[src/rtl/sbc_pkg.sv]
package sbc_pkg;
  // Writeback policy selected at reset.
  typedef enum logic {
    POL_BEHIND = 1'b0,   // copy changed pages during idle cycles
    POL_EVICT  = 1'b1    // copy a changed page only when a fill needs its slot
  } wb_policy_e;

  // Configuration captured while reset is held.
  typedef struct packed {
    logic       dual_ack;
    wb_policy_e policy;
  } sbc_mode_t;
endpackage

[src/rtl/sbc_page_ram.sv]
module sbc_page_ram #(
  parameter int DEPTH = 8,
  parameter int DW    = 32,
  localparam int AW   = (DEPTH > 1) ? $clog2(DEPTH) : 1
) (
  input  logic          clk,
  input  logic          we,
  input  logic [AW-1:0] waddr,
  input  logic [DW-1:0] wdata,
  input  logic [AW-1:0] raddr,
  output logic [DW-1:0] rdata
);
  logic [DW-1:0] mem [DEPTH];

  // Simple dual-port, registered read: maps onto block RAM.
  always_ff @(posedge clk) begin
    if (we) mem[waddr] <= wdata;
    rdata <= mem[raddr];
  end
endmodule

[src/rtl/sbc_slot_table.sv]
module sbc_slot_table #(
  parameter int NSLOT = 8,
  localparam int SW   = (NSLOT > 1) ? $clog2(NSLOT) : 1,
  localparam int CW   = $clog2(NSLOT + 1)
) (
  input  logic             clk,
  input  logic             rst,
  input  logic             set_en,
  input  logic [SW-1:0]    set_idx,
  input  logic             clr_en,
  input  logic [SW-1:0]    clr_idx,
  input  logic [NSLOT-1:0] busy_mask,
  output logic [NSLOT-1:0] dirty,
  output logic [CW-1:0]    clean_cnt,
  output logic             clean_any,
  output logic [SW-1:0]    clean_idx,
  output logic             cand_any,
  output logic [SW-1:0]    cand_idx
);
  // One changed flag per slot; a write in the same cycle wins over a clear.
  for (genvar g = 0; g < NSLOT; g++) begin : g_flag
    always_ff @(posedge clk) begin
      if (rst)
        dirty[g] <= 1'b0;
      else if (set_en && set_idx == SW'(g))
        dirty[g] <= 1'b1;
      else if (clr_en && clr_idx == SW'(g))
        dirty[g] <= 1'b0;
    end
  end

  // Clean population count.
  always_comb begin
    clean_cnt = '0;
    for (int i = 0; i < NSLOT; i++)
      clean_cnt = clean_cnt + {{(CW-1){1'b0}}, ~dirty[i]};
  end

  // Lowest-index clean slot (victim for fills).
  always_comb begin
    clean_any = 1'b0;
    clean_idx = '0;
    for (int i = NSLOT - 1; i >= 0; i--) begin
      if (!dirty[i]) begin
        clean_any = 1'b1;
        clean_idx = SW'(i);
      end
    end
  end

  // Lowest-index changed slot not already being copied.
  always_comb begin
    cand_any = 1'b0;
    cand_idx = '0;
    for (int i = NSLOT - 1; i >= 0; i--) begin
      if (dirty[i] && !busy_mask[i]) begin
        cand_any = 1'b1;
        cand_idx = SW'(i);
      end
    end
  end
endmodule

[src/rtl/sbc_ack_track.sv]
module sbc_ack_track #(
  parameter int NSLOT = 8,
  localparam int SW   = (NSLOT > 1) ? $clog2(NSLOT) : 1
) (
  input  logic             clk,
  input  logic             rst,
  input  logic             dual_ack,
  input  logic             issue_en,
  input  logic [SW-1:0]    issue_idx,
  input  logic             wr_en,
  input  logic [SW-1:0]    wr_idx,
  input  logic             near_valid,
  input  logic [SW-1:0]    near_slot,
  input  logic             far_valid,
  input  logic [SW-1:0]    far_slot,
  output logic             busy,
  output logic [SW-1:0]    cur_slot,
  output logic [NSLOT-1:0] busy_mask,
  output logic             clean_ok
);
  logic got_near, got_far, rewritten;
  logic near_hit, far_hit, near_n, far_n, retire;

  assign near_hit = near_valid && near_slot == cur_slot;
  assign far_hit  = far_valid  && far_slot  == cur_slot;
  assign near_n   = got_near || near_hit;
  assign far_n    = got_far  || far_hit;
  assign retire   = busy && near_n && (far_n || !dual_ack);
  // A write during the copy leaves the flag set; a write in the retire cycle
  // is covered by the slot table's set-over-clear priority.
  assign clean_ok = retire && !rewritten;

  always_comb begin
    busy_mask = '0;
    if (busy) busy_mask[cur_slot] = 1'b1;
  end

  always_ff @(posedge clk) begin
    if (rst) begin
      busy      <= 1'b0;
      cur_slot  <= '0;
      got_near  <= 1'b0;
      got_far   <= 1'b0;
      rewritten <= 1'b0;
    end else if (retire) begin
      busy <= 1'b0;
    end else if (issue_en) begin
      busy      <= 1'b1;
      cur_slot  <= issue_idx;
      got_near  <= 1'b0;
      got_far   <= 1'b0;
      rewritten <= 1'b0;
    end else if (busy) begin
      got_near  <= near_n;
      got_far   <= far_n;
      rewritten <= rewritten || (wr_en && wr_idx == cur_slot);
    end
  end
endmodule

[src/rtl/store_behind_ctrl.sv]
module store_behind_ctrl #(
  parameter int NSLOT = 8,
  parameter int DW    = 32,
  localparam int SW   = (NSLOT > 1) ? $clog2(NSLOT) : 1,
  localparam int CW   = $clog2(NSLOT + 1)
) (
  input  logic          clk,
  input  logic          rst,
  input  logic [CW-1:0] cfg_clean_min,
  input  logic          cfg_dual_ack,
  input  logic          cfg_evict_copy,
  input  logic          up_rd_valid,
  input  logic [SW-1:0] up_rd_slot,
  input  logic          up_wr_valid,
  input  logic [SW-1:0] up_wr_slot,
  input  logic [DW-1:0] up_wr_data,
  input  logic          fill_req,
  input  logic [DW-1:0] fill_data,
  input  logic          near_ack_valid,
  input  logic [SW-1:0] near_ack_slot,
  input  logic          far_ack_valid,
  input  logic [SW-1:0] far_ack_slot,
  output logic          rd_resp_valid,
  output logic [DW-1:0] rd_resp_data,
  output logic          wb_valid,
  output logic [SW-1:0] wb_slot,
  output logic [DW-1:0] wb_data,
  output logic          fill_ack,
  output logic [SW-1:0] fill_slot
);
  import sbc_pkg::*;

  sbc_mode_t     mode_q;
  logic [CW-1:0] thr_q;

  // Configuration is captured only while reset is held.
  always_ff @(posedge clk) begin
    if (rst) begin
      thr_q           <= (cfg_clean_min == '0) ? CW'(1) : cfg_clean_min;
      mode_q.dual_ack <= cfg_dual_ack;
      mode_q.policy   <= cfg_evict_copy ? POL_EVICT : POL_BEHIND;
    end
  end

  logic [NSLOT-1:0] dirty_vec, busy_mask;
  logic [CW-1:0]    clean_cnt;
  logic             clean_any, cand_any;
  logic [SW-1:0]    clean_idx, cand_idx;
  logic             trk_busy, clean_ok;
  logic [SW-1:0]    trk_slot;
  logic             fill_go, fill_open, wb_issue, behind_ok, evict_ok;
  logic             ram_we;
  logic [SW-1:0]    ram_waddr, ram_raddr;
  logic [DW-1:0]    ram_wdata, ram_rdata;

  // A fill is open until acknowledged; it is served only when a clean slot
  // exists and the write port is not taken by a processor write.
  assign fill_open = fill_req && !fill_ack;
  assign fill_go   = fill_open && clean_any && !up_wr_valid;

  assign behind_ok = (mode_q.policy == POL_BEHIND) && !fill_go && (clean_cnt < thr_q);
  assign evict_ok  = (mode_q.policy == POL_EVICT) && fill_open && !clean_any;
  assign wb_issue  = !trk_busy && cand_any && !up_rd_valid && !up_wr_valid &&
                     (behind_ok || evict_ok);

  assign ram_we    = up_wr_valid || fill_go;
  assign ram_waddr = up_wr_valid ? up_wr_slot : clean_idx;
  assign ram_wdata = up_wr_valid ? up_wr_data : fill_data;
  assign ram_raddr = up_rd_valid ? up_rd_slot : cand_idx;

  sbc_page_ram #(.DEPTH(NSLOT), .DW(DW)) u_ram (
    .clk   (clk),
    .we    (ram_we),
    .waddr (ram_waddr),
    .wdata (ram_wdata),
    .raddr (ram_raddr),
    .rdata (ram_rdata)
  );

  sbc_slot_table #(.NSLOT(NSLOT)) u_slots (
    .clk       (clk),
    .rst       (rst),
    .set_en    (up_wr_valid),
    .set_idx   (up_wr_slot),
    .clr_en    (clean_ok),
    .clr_idx   (trk_slot),
    .busy_mask (busy_mask),
    .dirty     (dirty_vec),
    .clean_cnt (clean_cnt),
    .clean_any (clean_any),
    .clean_idx (clean_idx),
    .cand_any  (cand_any),
    .cand_idx  (cand_idx)
  );

  sbc_ack_track #(.NSLOT(NSLOT)) u_track (
    .clk        (clk),
    .rst        (rst),
    .dual_ack   (mode_q.dual_ack),
    .issue_en   (wb_issue),
    .issue_idx  (cand_idx),
    .wr_en      (up_wr_valid),
    .wr_idx     (up_wr_slot),
    .near_valid (near_ack_valid),
    .near_slot  (near_ack_slot),
    .far_valid  (far_ack_valid),
    .far_slot   (far_ack_slot),
    .busy       (trk_busy),
    .cur_slot   (trk_slot),
    .busy_mask  (busy_mask),
    .clean_ok   (clean_ok)
  );

  always_ff @(posedge clk) begin
    if (rst) begin
      rd_resp_valid <= 1'b0;
      wb_valid      <= 1'b0;
      wb_slot       <= '0;
      fill_ack      <= 1'b0;
      fill_slot     <= '0;
    end else begin
      rd_resp_valid <= up_rd_valid;
      wb_valid      <= wb_issue;
      if (wb_issue) wb_slot <= cand_idx;
      fill_ack      <= fill_go;
      if (fill_go) fill_slot <= clean_idx;
    end
  end

  assign rd_resp_data = ram_rdata;
  assign wb_data      = ram_rdata;
endmodule

[config.mk]
export PLATFORM = sky130hd
export DESIGN_NAME = store_behind_ctrl
export DESIGN_NICKNAME = d
export VERILOG_FILES = /design/src/rtl/sbc_pkg.sv /design/src/rtl/sbc_page_ram.sv /design/src/rtl/sbc_slot_table.sv /design/src/rtl/sbc_ack_track.sv /design/src/rtl/store_behind_ctrl.sv
export SDC_FILE = /design/constraint.sdc
export NUM_CORES = 1
export LEC_CHECK = 0
export BUFFER_PORTS_ARGS = -buffer_cell sky130_fd_sc_hd__buf_2
export CORE_MARGIN = 10
export CORE_UTILIZATION = 40
export CTS_CLUSTER_DIAMETER = 50
export CTS_CLUSTER_SIZE = 30
export DETAILED_ROUTE_END_ITERATION = 6
export PLACE_DENSITY = 0.59
export SLEW_MARGIN = 20
export SYNTH_ARGS = -nofsm -noshare
export SYNTH_HDL_FRONTEND = slang
export SYNTH_SLANG_ARGS = --single-unit
[constraint.sdc]
create_clock -name clk -period 12.75 [get_ports clk]
set_clock_uncertainty 0.15 [all_clocks]
set_input_delay 0.6375 -clock clk [delete_from_list [all_inputs] [get_ports clk]]
set_output_delay 0.6375 -clock clk [all_outputs]
set_load 0.01 [all_outputs]
Word level (Yosys, flattened, before mapping) --
Memory sizes are Yosys's and may differ from the RTL's. A register that Yosys moved wholly into a read port is not among the register bits. Index checks and enable logic that the tools add are counted.
Cells by class: add/subtract/negate cells 7, $lt $le $gt $ge 3, equal/unequal tests 17, muxes and demuxes 63, bitwise gates (word level) 10, reduce and logical (&&, ||, !) cells 79
Operators with widths (count):
- two-way mux 3 bit | 18
- logical AND 1 bit | 42
- two-way mux 1 bit | 42
- two-way mux 32 bit | 1
- adder 4 x 1 -> 4 bit | 6
- == test 3 bit (second input constant) | 8
- nonzero test 2 bit | 9
- zero test 1 bit | 16
- == test 3 x 2 -> 1 bit (second input constant) | 4
- inverter 1 bit | 10
- == test 3 bit | 3
- two-way mux 8 bit | 1
- == test 3 x 1 -> 1 bit (second input constant) | 2
- zero test 3 bit | 2
- logical OR 1 bit | 6
- zero test 4 bit | 1
- < comparator 3 x 4 -> 1 bit (second input constant) | 1
- < comparator 4 bit | 1
- AND reduction 2 bit | 2
- demux 1 bit (select 3 bit) | 1
- greater-or-equal comparator 3 x 1 -> 1 bit (second input constant) | 1
- adder 1 x 1 -> 2 bit | 1
- OR reduction 2 bit | 1
Word-level totals: register bits 30, memory bits (writable) 256, bits of input ports 89, output and inout bits 73, word-level logic and storage cells 201, memories 1
Memory list:
- u_ram.mem | words 8, width 32, rd ports 1, clocked after Yosys merged registers in 1, write ports 1, RTL line sbc_page_ram.sv:13 | logic [DW-1:0] mem [DEPTH];

Longest topological paths before layout --
Gate-level depths: netlist of run 1.
word-level depth 21, mapped depth 18, mapped depth without buffers 17

Cells and area by module --
From an unflattened synthesis of run 1, not the netlist that was laid out.
Second synthesis, totals: cells, all modules 717, area, all modules 13195.2 um2
By module, submodules not included:
- sbc_page_ram | instances 1, cells each 415, area an instance 10466.3 um2, seq. area each 8328.0 um2
- store_behind_ctrl | instances 1, cells each 135, area an instance 1357.6 um2, seq. area each 360.3 um2
- sbc_slot_table | instances 1, cells each 96, area an instance 743.2 um2, seq. area each 160.2 um2
- sbc_ack_track | instances 1, cells each 71, area an instance 628.1 um2, seq. area each 140.1 um2

Least setup slack after synthesis of run 1 --
No wires, ideal clock.
kind register -> register, from reg u_slots.dirty[1], to reg u_track.cur_slot[1], setup time 0.070 ns, arrival 4.113 ns, required time 12.530 ns, setup slack 8.417 ns, cell stages (with the launch flop) 19, buffers on the path 1, period minus slack after synthesis 4.333 ns, cell sequence dfxtp_1 inv_2 ha_1 inv_1 fa_1 fa_1 inv_1 fa_1 inv_1 fa_1 inv_1 ha_1 a21o_1 a21o_1 a21oi_1 o221ai_1 clkbuf_1 or3_1 a21oi_1
On the way: longest elaborated chain between the ends 13, elaborated cells on any way between the ends 29, classes of those cells add/sub: 7; order compare: 1; mux: 6; bitwise: 1; reduce/logical: 14
Ends and longest elaborated chain:
- start: declaration | RTL line sbc_slot_table.sv:13 | output logic [NSLOT-1:0] dirty,
- start signal: indexed assignment | RTL line sbc_slot_table.sv:24 | dirty[g] <= 1'b0;
- start signal: indexed assignment | RTL line sbc_slot_table.sv:26 | dirty[g] <= 1'b1;
- start signal: indexed assignment | RTL line sbc_slot_table.sv:28 | dirty[g] <= 1'b0;
- inverter 1 bit | RTL line sbc_slot_table.sv:36 | clean_cnt = clean_cnt + {{(CW-1){1'b0}}, ~dirty[i]};
- adder 1 x 1 -> 2 bit | RTL line sbc_slot_table.sv:36
- adder 4 x 1 -> 4 bit (6 in a row) | RTL line sbc_slot_table.sv:36
- < comparator 4 bit | RTL line store_behind_ctrl.sv:61 | assign behind_ok = (mode_q.policy == POL_BEHIND) && !fill_go && (clean_cnt < thr_q);
- logical AND 1 bit | RTL line store_behind_ctrl.sv:61
- logical OR 1 bit | RTL line store_behind_ctrl.sv:64 | (behind_ok || evict_ok);
- logical AND 1 bit | RTL line store_behind_ctrl.sv:63 | assign wb_issue = !trk_busy && cand_any && !up_rd_valid && !up_wr_valid &&
- AND reduction 2 bit (no source line)
- end signal: assignment | RTL line sbc_ack_track.sv:49 | cur_slot <= issue_idx;
- end: declaration | RTL line sbc_ack_track.sv:17 | output logic [SW-1:0] cur_slot,
Parallel ways exist; a longest one is shown, timed or not. A chain may end at the register's enable or synchronous reset.

Worst setup path in the final report of run 1 --
from reg u_slots.dirty[0], to reg u_track.cur_slot[1]
Same word-level chain as after synthesis.

==> summary.txt, run 1 <==
Detailed routing
  – Overall routed net length: ~47 mm
  – Violation count after the first detailed-routing iteration: approximately 1000
  – DRC Markers: 0
  – Avg WL per Cell: about 24 um
  – Via density per instance: 6.27
  – Vias post-DR: roughly 12000
  – Number of search-and-repair iterations in the first detailed-routing pass: 5
  – DRT antenna net count: 0

Worst setup path
  – Start-to-end type of the worst setup path: reg2reg
  – Maximum fanout encountered on the critical timing path: 11
  – Worst flop-to-flop path endpoint: u_track.cur_slot[1]
  – Required time at the endpoint of the critical path: 13060 ps
  – Critical Path Sink Type: flip-flop
  – Worst setup path endpoint: u_track.cur_slot[1]
  – Cell at the slowest stage of the critical path: fa_1
  – Buf/Inv on CP: 5
  – Crit path launch type: flip-flop
  – Most Frequent Cell on Critical Path: inv_1
  – Crit path max-delay family: adder cells
  – Worst-case reg-to-reg path depth: 17
  – Critical path launch point: u_slots.dirty[0]
  – Crit Reg-Reg Startpoint: u_slots.dirty[0]
  – FF-to-FF setup slack: just under 8000 ps
  – WP depth: 17
  – Max incr delay on CP: around 490 ps
  – Data arrival time of the critical path: 5130 ps
  – Sequence of cells on the critical path: inv_1, ha_1, inv_1, fa_1, fa_1, inv_1, fa_1, inv_1, fa_1, inv_1, ha_1, a21o_1, a21o_1, a21oi_1, o221ai_1, or3_1, a21oi_1

Pwr
  – Final Total Pwr: 2.72 mW
  – Combinational group share of total power: approximately 15%
  – Power density relative to cell area: ~140 mW/mm^2
  – NetSw: ~0.74 mW
  – Clock network power share: approximately two fifths
  – Cell-internal power: approximately 2.0 mW
  – Static leakage: 6.51 nW
  – Worst voltage drop across the vdd grid: just over 0.09 mV
  – Part of the total power dissipated in sequential elements: about 45%
  – Net Sw Frac: 27.2%

Global routing
  – Number of antenna violations at the first check in global routing: 0
  – Pin count of the biggest net entering global routing: 94
  – Global-route wire length before repair: slightly above 70 mm
  – Total Routing Usage GR: approximately 18%
  – GRT Residual Overflow: 0
  – Via count of the first global-routing pass: approximately 12000

Logic synthesis
  – Number of library cell types mapped by synthesis: 63
  – Top cells by area, synth: edfxtp_1, dfxtp_1, mux2i_1
  – Fraction of registers with async set or reset after synthesis: 0%
  – Synthesized area: between 0.015 and 0.02 mm^2
  – Synthesized area divided by synthesized cell count: ~12 um^2
  – Sequential-to-total area share from yosys stat: between 50 and 60%
  – Synth area leader: edfxtp_1
  – Synth Warn #: 0
  – Number of nets produced by synthesis: between 1000 and 1500
  – Gate Count Post-Synth: around 1300
  – Count of flip-flops with a built-in enable after synthesis: around 260
  – Fraction of post-synthesis cell area in the top cell type by area: between 40% and 50%
  – Top flip-flop cell by instance count after synthesis: edfxtp_1
  – Register bit total from synthesis: about 320

Clock tree
  – Clk Latency, worst-skew pair: 530 ps
  – PostCTS Resize Cnt: 0
  – TritonCTS clock tree: done
  – CTS root buffer: clkbuf_16
  – Quantity of hold-fixing buffers added after cts: 0
  – Clock sink total: between 300 and 400
  – # H-tree levels: 2
  – Worst-case clock buffer depth: 3
  – Clock edge transition at the registers on the reported setup and hold paths: 70 ps
  – Post-CTS setup repair buffer count: 0
  – Num CTS Buffers: 36

STA
  – Slew at the pin with the worst max-slew slack: around 1100 ps
  – Final setup margin: approximately 7900 ps
  – Unrepaired setup endpoints after global routing: no
  – Period utilisation layout: between 30% and 40%
  – Fin. Hold Viols: 0
  – Min Tclk post-route: 4820 ps
  – Slew margin rel.: between 20% and 30%
  – Endpoints failing setup: 0
  – Max-slew violations: 0
  – Maximum clock frequency: 208 MHz
  – Post-route setup TNS: 0 ps

Cells and area
  – Share of post-route cells with drive strength above 1: ~26%
  – Nets@finish: approximately 1500
  – Area Growth Syn to Fin: 13.5%
  – Antenna Diode Count: 0

Job
  – Max capacitance violation total: 0

Floorplanning
  – Starting utilization of the core area: between 40 and 50%
  – Die W: around 220 um
  – Area of the die: 0.0503 mm^2
  – Die outline height: ~220 um
  – Num ports: around 160
  – Count of standard-cell rows: 74
  – Core region area: 0.0410 mm^2

Place
  – Port-buffer cells: between 150 and 200
  – Pre-CTS setup slack: between 7000 and 8000 ps
  – RD Place Congestion: about 0.82
  – Detailed-placement wirelength estimate: around 26 mm

Run status
  – Outcome: finished clean

Worst hold path
  – Worst Hold Class: in2reg
==> placed cells by master (no fill, tap or decap), types with 7 or more instances in the layout <==
master,n
nor2_1,18
buf_2,159
mux2i_1,100
clkinvlp_4,9
mux2_2,67
a211o_1,93
clkbuf_16,37
a221oi_1,95
a21oi_1,117
nand2_1,20
a41oi_2,30
o22ai_1,64
dfxtp_1,56
nor2_4,9
a221o_1,32
nor3_1,35
xnor2_1,8
nand3_1,37
nor2b_1,7
buf_4,22
edfxtp_1,262
inv_1,19
o21ai_0,37
==> cell usage after synthesis (3+ instances only) <==
master	n
nand2_1	21
a31oi_1	4
a211o_1	93
buf_1	4
or2_2	3
o21ai_0	38
dfxtp_1	56
a22oi_1	5
a211oi_1	3
a21o_1	5
a41oi_2	30
buf_4	41
nor3b_1	4
a21oi_1	117
inv_1	20
nor2b_1	7
edfxtp_1	262
a221oi_1	95
nand2b_1	5
nand3_1	37
mux2_2	67
buf_6	4
o22a_1	3
xnor2_1	8
o22ai_1	64
ha_1	6
a221o_1	32
mux2i_1	100
nor3_1	35
buf_2	27
nor2_1	27
nand4_1	4
fa_1	4
clkbuf_1	77
a41oi_1	3
==> through the flow <==
| step | instances | area [um^2] | hold WS [ps] | utilization (%) |
|---|---|---|---|---|
| 2_1_floorplan | 1349 | 16700 | 316 | - |
| 3_3_place_gp | 1911 | 17700 | 295 | 43.1 |
| 3_5_place_dp | 1911 | 17700 | 299 | 43.1 |
| 4_1_cts | 1977 | 18900 | 107 | 46.1 |
| 5_1_grt | 1978 | 19000 | 111 | 46.2 |
| 6_report | 1978 | 19000 | 131 | 46.2 |
==> cell type report <==
class	instances	area, um^2
inverters	22	82.6
multi-input cells	856	6950
repair buffers	184	1010
clock inverters	25	279
flip-flops and latches	318	8990
clock buffers	41	981
well taps	532	666
fillers	3680	22100
==> cell families after synthesis <==
kind of cell	after synthesis	share of synthesized area (%)
muxes	168	10.6
adders and majority gates	10	0.929
DFF	318	53.8
xor gates and xnor gates	10	0.524
AOI/OAI and AO/OA	515	24.2
and+or+nand+nor	153	4.71
buffers and inverters	175	5.24
==> per-layer routing <==
layer / track usage, % / wire length, um
met2: 30.6 / 23100
met1: 22.3 / 19900
met4: 5.00 / 913
met5: 0 / 0
met3: 2.73 / 2960
==> state kept, by name, indices dropped and copies added, names as in the netlist <==
register,count
rd_resp_valid,1
u_ram.mem,256
u_ram.rdata,32
u_track.got_near,1
u_track.rewritten,1
u_track.cur_slot,3
fill_ack,1
fill_slot,3
mode_q,2
wb_valid,1
wb_slot,3
u_track.got_far,1
u_slots.dirty,8
thr_q,4
u_track.busy,1
==> worst reg2reg max path: stages, from the launching register on <==
cell      delay, ps
dfxtp_1         420
inv_1           170
ha_1            320
inv_1            70
fa_1            420
fa_1            490
inv_1            50
fa_1            370
inv_1            90
fa_1            410
inv_1            70
ha_1            210
a21o_1          150
a21o_1          170
a21oi_1         190
o221ai_1        400
or3_1           470
a21oi_1         130
==> power groups by stage <==
stage / clock network (mW) / registers [mW] / logic, mW
6_report: 1.08 / 1.22 / 0.418
3_3_place_gp: 0 / 1.24 / 0.413
5_1_grt: 1.15 / 1.23 / 0.456
3_5_place_dp: 0 / 1.25 / 0.418
4_1_cts: 1.10 / 1.22 / 0.420
2_1_floorplan: 0 / 1.25 / 0.288
==> worst min-delay path by stage <==
stage                   startpoint         end  slack (ps)  depth (start not counted)
floorplan               wb_slot[2]  wb_slot[2]         320                          2
CTS                 cfg_evict_copy   mode_q[0]         110                          1
global placement        wb_slot[1]  wb_slot[1]         300                          2
detailed placement      wb_slot[1]  wb_slot[1]         300                          2
global route        cfg_evict_copy   mode_q[0]         110                          1
finish              cfg_evict_copy   mode_q[0]         130                          1
No activity file was read; power rests on OpenSTA's default activity.
==> inputs of run 2 (changes only) <==
Settings changed: PLACE_DENSITY 0.59 to 0.61.
Clock period 12.75 ns to 4.09 ns, I/O delays scaled along.
==> run 2 against run 1 <==
Sequential power increased to 3.1 times the previous value; wire length increased by 1.6%; highest routed layer unchanged; flip-flop and latch count unchanged; largest power group unchanged.
==> summary.txt, run 2 (synthesized netlist as in run 1, its figures left out) <==
Run status
  – Outcome: finished clean

Worst hold path
  – Worst hold stages: 4 (+3)
  – Sink of the worst hold path: u_track.got_near
  – Hold Path Origin: near_ack_slot[2]
  – Worst Hold Class: in2reg

STA
  – Min Tclk post-route: 4090 ps (-730 ps)
  – Maximum clock frequency: 245 MHz (+18%)
  – Endpoints failing setup: 0 (unchanged)
  – Period utilisation layout: 100% (+62 points)
  – Worst hold slack across all endpoints: 20.9 ps (-110 ps)
  – Slew at the pin with the worst max-slew slack: 906 ps (-194 ps)
  – Max-slew violations: 0 (unchanged)
  – Unrepaired setup endpoints after global routing: yes
  – Slew margin rel.: 39.6% (+13 points)
  – Fin. Hold Viols: 0 (unchanged)

Global routing
  – GRT Residual Overflow: 0 (unchanged)
  – Via count of the first global-routing pass: 13000 (+6.8%)
  – Pin count of the biggest net entering global routing: 110 (+17%)
  – Global-route wire length before repair: 73.4 mm (+3.5%)
  – Number of antenna violations at the first check in global routing: 1 (+1)
  – Total Routing Usage GR: 18.2% (+0.59 points)

Pwr
  – NetSw: 2.33 mW (+210%)
  – Final Total Pwr: 8.46 mW (+210%)
  – Part of the total power dissipated in sequential elements: 45.0% (about the same)
  – Combinational group share of total power: 16.9% (+1.5 points)
  – Net Sw Frac: 27.5% (+0.26 points)
  – Cell-internal power: 6.13 mW (+210%)
  – Power density relative to cell area: 422 mW/mm^2 (+190%)
  – Clock network power share: 38.1% (-1.6 points)
  – Static leakage: 6.99 nW (+7.4%)
  – Worst voltage drop across the vdd grid: 0.235 mV (+160%)

Place
  – Placed Cells incl. Taps: 1938 (+1.4%)
  – Port-buffer cells: 161 (unchanged)
  – Detailed-placement wirelength estimate: 27.4 mm (+6.4%)
  – RD Place Congestion: 0.786 (-4.4%)

Detailed routing
  – DRT antenna net count: 0 (unchanged)
  – Overall routed net length: 47.6 mm (+1.6%)
  – Avg WL per Cell: 22.9 um (-3.4%)
  – Number of search-and-repair iterations in the first detailed-routing pass: 5 (unchanged)
  – DRC Markers: 0 (unchanged)
  – Vias post-DR: 12800 (+3.0%)
  – Violation count after the first detailed-routing iteration: 918 (-10%)
  – Via density per instance: 6.15 (-2.1%)

Floorplanning
  – Num ports: 162 (unchanged)
  – Core region area: 0.0410 mm^2 (unchanged)
  – Count of standard-cell rows: 74 (unchanged)
  – Starting utilization of the core area: 40.7% (unchanged)
  – Die outline height: 224 um (unchanged)
  – Die W: 224 um (unchanged)
  – Area of the die: 0.0503 mm^2 (unchanged)

Worst setup path
  – Data arrival time of the critical path: 4400 ps (-730 ps)
  – Worst flop-to-flop path endpoint: wb_slot[0]
  – Crit path launch type: flip-flop
  – Worst-case reg-to-reg path depth: 17 (unchanged)
  – Critical path launch point: u_slots.dirty[0]
  – Critical Path Sink Type: flip-flop
  – Crit Reg-Reg Startpoint: u_slots.dirty[0]
  – Maximum fanout encountered on the critical timing path: 4 (-7)
  – FF-to-FF setup slack: 2 ps (-7930 ps)
  – Required time at the endpoint of the critical path: 4400 ps (-8660 ps)
  – Start-to-end type of the worst setup path: reg2reg

Clock tree
  – TritonCTS clock tree: done
  – Clock edge transition at the registers on the reported setup and hold paths: 70 ps (about the same)
  – CTS root buffer: clkbuf_16
  – # H-tree levels: 2 (unchanged)
  – Num CTS Buffers: 36 (unchanged)
  – Clk Latency, worst-skew pair: 530 ps (about the same)
  – Clock sink total: 318 (unchanged)
  – Worst-case clock buffer depth: 3 (unchanged)

Cells and area
  – Utilization of the core after routing: 48.8% (+2.6 points)
  – Antenna Diode Count: 0 (unchanged)
  – Flip-flop count of the largest register after layout: 256 (unchanged)
  – Area Growth Syn to Fin: 19.9%
  – Most used cells in the layout excluding fill and tap cells: edfxtp_1, buf_2, a21oi_1
  – Nets@finish: 1622 (+6.9%)
  – Most flops, register: u_ram.mem
  – Most common cell after layout, fill and taps aside: edfxtp_1
  – Share of post-route cells with drive strength above 1: 26.7% (+0.93 points)
  – Registers with the highest flip-flop counts: u_ram.mem: 256 flops, u_ram.rdata: 32 flops, u_slots.dirty: 8 flops
  – Post-route non-filler standard cell count: 2081 (+5.2%)

Job
  – Max capacitance violation total: 0 (unchanged)
run 2: power by group through the flow:
stage	Sequential [mW]	Combinational (mW)	Clock [mW]
2_1_floorplan	3.89	0.901	0
3_3_place_gp	3.87	1.34	0
3_5_place_dp	3.88	1.36	0
4_1_cts	3.81	1.43	3.30
5_1_grt	3.83	1.55	3.42
6_report	3.81	1.43	3.22
run 2: through the flow:
stage | setup TNS (ps) | setup WS (ps) | cell area [um^2]
2_1_floorplan | -176 | -88.1 | 16700
3_3_place_gp | -62.2 | -31.6 | 18000
3_5_place_dp | -397 | -137 | 18000
4_1_cts | -186 | -49.6 | 20000
5_1_grt | -762 | -144 | 20000
6_report | 0 | 1.53 | 20000
run 2: metal layers:
layer	wire length (um)	track usage, %	share of wire [%]
met1	20400	22.7	43
met2	23500	31.9	49
met3	2480	2.69	5.2
met4	1200	5.70	2.5
met5	0	0	0
run 2: worst max path at each step:
stage | cells after the start | to | slack [ps]
after floorplan | 18 | u_track.cur_slot[1] | -90
after detailed placement | 17 | wb_slot[1] | -140
after global routing | 17 | u_track.cur_slot[1] | -140
after CTS | 17 | wb_slot[0] | -50
after global placement | 17 | wb_slot[1] | -30
final | 17 | wb_slot[0] | 2
run 2: final cells by class:
type / instances / area (um^2)
Sequential cell: 318 / 8990
Clock inverter: 26 / 249
Fill cell: 3577 / 21000
Inverter: 22 / 82.6
Timing Repair Buffer: 289 / 2100
Clock buffer: 38 / 930
Tap cell: 532 / 666
Multi-Input combinational cell: 856 / 7010
run 2: what timing repair did:
action                                 in CTS  in global routing
hold buffers                               75                  0
endpoints found under the hold margin     246                  0
buffers inserted                            2                  1
pin swaps                                   6                  3
setup endpoints to repair                   6                 11
resized for setup                           8                  5
run 2: critical path, cell delays in order, from the launching register on:
cell      delay, ps
dfxtp_2         340
inv_2            50
ha_4            250
inv_2            30
fa_1            460
fa_1            480
inv_1            50
fa_2            340
inv_2            60
fa_1            410
inv_2            90
ha_4            190
a21o_1          150
a21o_1          180
a21oi_2         150
o221ai_2        130
or3_1           350
a21oi_1         150
==> inputs of run 3 (changes only) <==
Settings changed: SETUP_SLACK_MARGIN set to 0.5.
==> run 3 against run 2 <==
Setup slack worse by 32 ps; critical path depth unchanged; global-route usage decreased by 0.14 points; utilization grew 0.16 points; the flow now finishes with violations (negative setup slack); wire length up 0.11%; first-iteration DRC count grew 18%; die area unchanged; non-clock buffer count fell by 3; sequential share of layout area is 0.15 points lower.
==> summary.txt, run 3 (synthesized netlist as in run 1, its figures left out) <==
Pwr
  – Power density relative to cell area: 429 mW/mm^2 (+1.5%)
  – Worst voltage drop across the vdd grid: 0.241 mV (+2.4%)
  – Cell-internal power: 6.28 mW (+2.4%)
  – Net Sw Frac: 27.1% (-0.42 points)
  – NetSw: 2.33 mW (+0.32%)
  – Static leakage: 7.01 nW (+0.21%)
  – Part of the total power dissipated in sequential elements: 44.2% (-0.8 points)
  – Combinational group share of total power: 16.4% (-0.5 points)
  – Clock network power share: 39.3% (+1.2 points)

Global routing
  – Via count of the first global-routing pass: 13100 (+0.82%)
  – GRT Residual Overflow: 0 (unchanged)
  – Number of antenna violations at the first check in global routing: 0 (-1)
  – Global-route wire length before repair: 73.2 mm (-0.31%)
  – Pin count of the biggest net entering global routing: 169 (+54%)
  – Total Routing Usage GR: 18.1% (-0.14 points)

Worst setup path
  – Cell at the slowest stage of the critical path: fa_1
  – Crit path max-delay family: adder cells
  – Critical Path Sink Type: flip-flop
  – Critical path launch point: u_slots.dirty[1]
  – Worst setup path endpoint: wb_slot[0]
  – Maximum fanout encountered on the critical timing path: 4 (unchanged)
  – Required time at the endpoint of the critical path: 4390 ps (about the same)
  – Max incr delay on CP: 490 ps (about the same)
  – Start-to-end type of the worst setup path: reg2reg
  – WP depth: 17 (unchanged)
  – Worst-case reg-to-reg path depth: 17 (unchanged)
  – Crit path launch type: flip-flop
  – Worst flop-to-flop path endpoint: wb_slot[0]
  – Buf/Inv on CP: 5 (unchanged)
  – Crit Reg-Reg Startpoint: u_slots.dirty[1]
  – Data arrival time of the critical path: 4420 ps (+20 ps)
  – Sequence of cells on the critical path: inv_4, ha_4, inv_2, fa_1, fa_1, inv_1, fa_2, inv_2, fa_1, inv_1, ha_1, a21o_1, a21o_1, a21oi_2, o221ai_2, or3_4, a21oi_1
  – Most Frequent Cell on Critical Path: fa_1
  – FF-to-FF setup slack: -30 ps (-30 ps)

STA
  – Max-slew violations: 0 (unchanged)
  – Maximum clock frequency: 243 MHz (-0.78%)
  – Worst hold slack across all endpoints: 36.1 ps (+15.2 ps)
  – Min Tclk post-route: 4120 ps (+32.2 ps)
  – Slew margin rel.: 44.4% (+4.8 points)
  – Fin. Hold Viols: 0 (unchanged)
  – Unrepaired setup endpoints after global routing: yes
  – Period utilisation layout: 101% (+0.79 points)
  – Final setup margin: -30.6 ps (-32.2 ps)
  – Slew at the pin with the worst max-slew slack: 835 ps (-71.5 ps)
  – Endpoints failing setup: 4 (+4)

Cells and area
  – Fill cells: 3577 (unchanged)
  – Most common cell after layout, fill and taps aside: edfxtp_1
  – Antenna Diode Count: 0 (unchanged)
  – Nets@finish: 1617 (-0.31%)
  – Flip-flop count of the largest register after layout: 256 (unchanged)
  – Most used cells in the layout excluding fill and tap cells: edfxtp_1, buf_2, a21oi_1
  – Post-route non-filler standard cell count: 2076 (-0.24%)
  – Utilization of the core after routing: 49.0% (+0.16 points)
  – Area Growth Syn to Fin: 20.3%
  – Most flops, register: u_ram.mem
  – Share of post-route cells with drive strength above 1: 26.2% (-0.56 points)
  – Cell area after layout: 0.0201 mm^2 (+0.32%)
  – Registers with the highest flip-flop counts: u_ram.mem: 256 flops, u_ram.rdata: 32 flops, u_slots.dirty: 8 flops

Run status
  – Outcome: finished, violations left
  – Violated checks: negative setup slack

Place
  – RD Place Congestion: 0.819 (+4.3%)
  – Detailed-placement wirelength estimate: 27.2 mm (-0.50%)
  – Pre-CTS setup slack: -123 ps (+14.1 ps)
  – Post-detailed-placement cell area: 0.0180 mm^2 (about the same)
  – Placed Cells incl. Taps: 1930 (-0.41%)
  – Port-buffer cells: 161 (unchanged)

Clock tree
  – Clock sink total: 318 (unchanged)
  – Clock edge transition at the registers on the reported setup and hold paths: 60 ps (about the same)
  – Clk Latency, worst-skew pair: 540 ps (about the same)
  – # H-tree levels: 2 (unchanged)
  – Num CTS Buffers: 34 (-5.6%)
  – TritonCTS clock tree: done
  – CTS root buffer: clkbuf_16
  – Worst-case clock buffer depth: 3 (unchanged)

Floorplanning
  – Die W: 224 um (unchanged)
  – Starting utilization of the core area: 40.7% (unchanged)
  – Count of standard-cell rows: 74 (unchanged)
  – Core region area: 0.0410 mm^2 (unchanged)
  – Num ports: 162 (unchanged)
  – Die outline height: 224 um (unchanged)
  – Area of the die: 0.0503 mm^2 (unchanged)

Detailed routing
  – Violation count after the first detailed-routing iteration: 1084 (+18%)
  – Vias post-DR: 12900 (+0.48%)
  – Via density per instance: 6.19 (+0.73%)
  – Number of search-and-repair iterations in the first detailed-routing pass: 6 (+1)
  – Avg WL per Cell: 22.9 um (+0.35%)
  – DRC Markers: 0 (unchanged)
  – DRT antenna net count: 0 (unchanged)
  – Overall routed net length: 47.6 mm (+0.11%)

Job
  – Max capacitance violation total: 0 (unchanged)

Worst hold path
  – Worst Hold Class: in2reg
-- run 3: cell count changes in the layout (fill, tap and decap cells not counted), sizes merged --
cell,previous run,this run
buf,214,206
clkinv,13,9
dlygate4sd3,75,80
inv,31,30
bufinv,2,5
-- run 3: how the worst min path moves through the flow --
stage | start | cells after the start | end
detailed placement | cfg_evict_copy | 1 | mode_q[0]
global placement | cfg_evict_copy | 1 | mode_q[0]
CTS | up_wr_valid | 3 | fill_ack
global route | up_wr_valid | 3 | fill_ack
floorplan | rst | 1 | u_track.got_near
finish | near_ack_slot[2] | 4 | u_track.got_near
-- run 3: what timing repair did --
| action | 4_1_cts | 5_1_grt |
|---|---|---|
| hold endpoints to repair | 267 | 0 |
| gates resized for setup | 2 | 3 |
| buffers inserted | 1 | 3 |
| pin swaps | 7 | 5 |
| hold buffers | 80 | 0 |
| endpoints found under the setup margin | 11 | 17 |
-- run 3: cell type report --
cell class | count | area (um^2) | area share [%]
multi-input cells | 856 | 6990 | 34.8
clock buffers | 38 | 907 | 4.51
inverters | 22 | 85.1 | 0.423
well taps | 532 | 666 | 3.31
flip-flops and latches | 318 | 8990 | 44.8
clock inverters | 24 | 347 | 1.72
repair buffers | 286 | 2110 | 10.5
-- run 3: tightest hold or removal path: stages --
cell and delay (ps):
buf_2 90, xnor2_1 50, a41oi_1 230, nor3_1 90
-- run 3: per-layer routing --
| layer | GRT usage, % | vias to the layer above | part of all wire [%] |
|---|---|---|---|
| li1 | - | 5872 | - |
| met1 | 22.1 | 6449 | 42 |
| met2 | 31.9 | 466 | 50 |
| met3 | 3.03 | 64 | 6.4 |
| met4 | 5.72 | 0 | 1.8 |
| met5 | 0 | - | 0 |
-- run 3: per-stage QoR --
stage	total power [mW]	setup TNS [ps]
after detailed placement	5.22	-418
after floorplan	4.79	-148
final	8.62	-92.7
after global routing	8.95	-944
after CTS	8.67	-176
after global placement	5.20	-78.6
-- run 3: power by group through the flow --
stage	registers (mW)	clock network, mW	logic, mW
floorplan	3.89	0	0.903
global placement	3.87	0	1.32
detailed placement	3.88	0	1.34
CTS	3.81	3.45	1.42
global route	3.83	3.59	1.53
finish	3.81	3.39	1.42
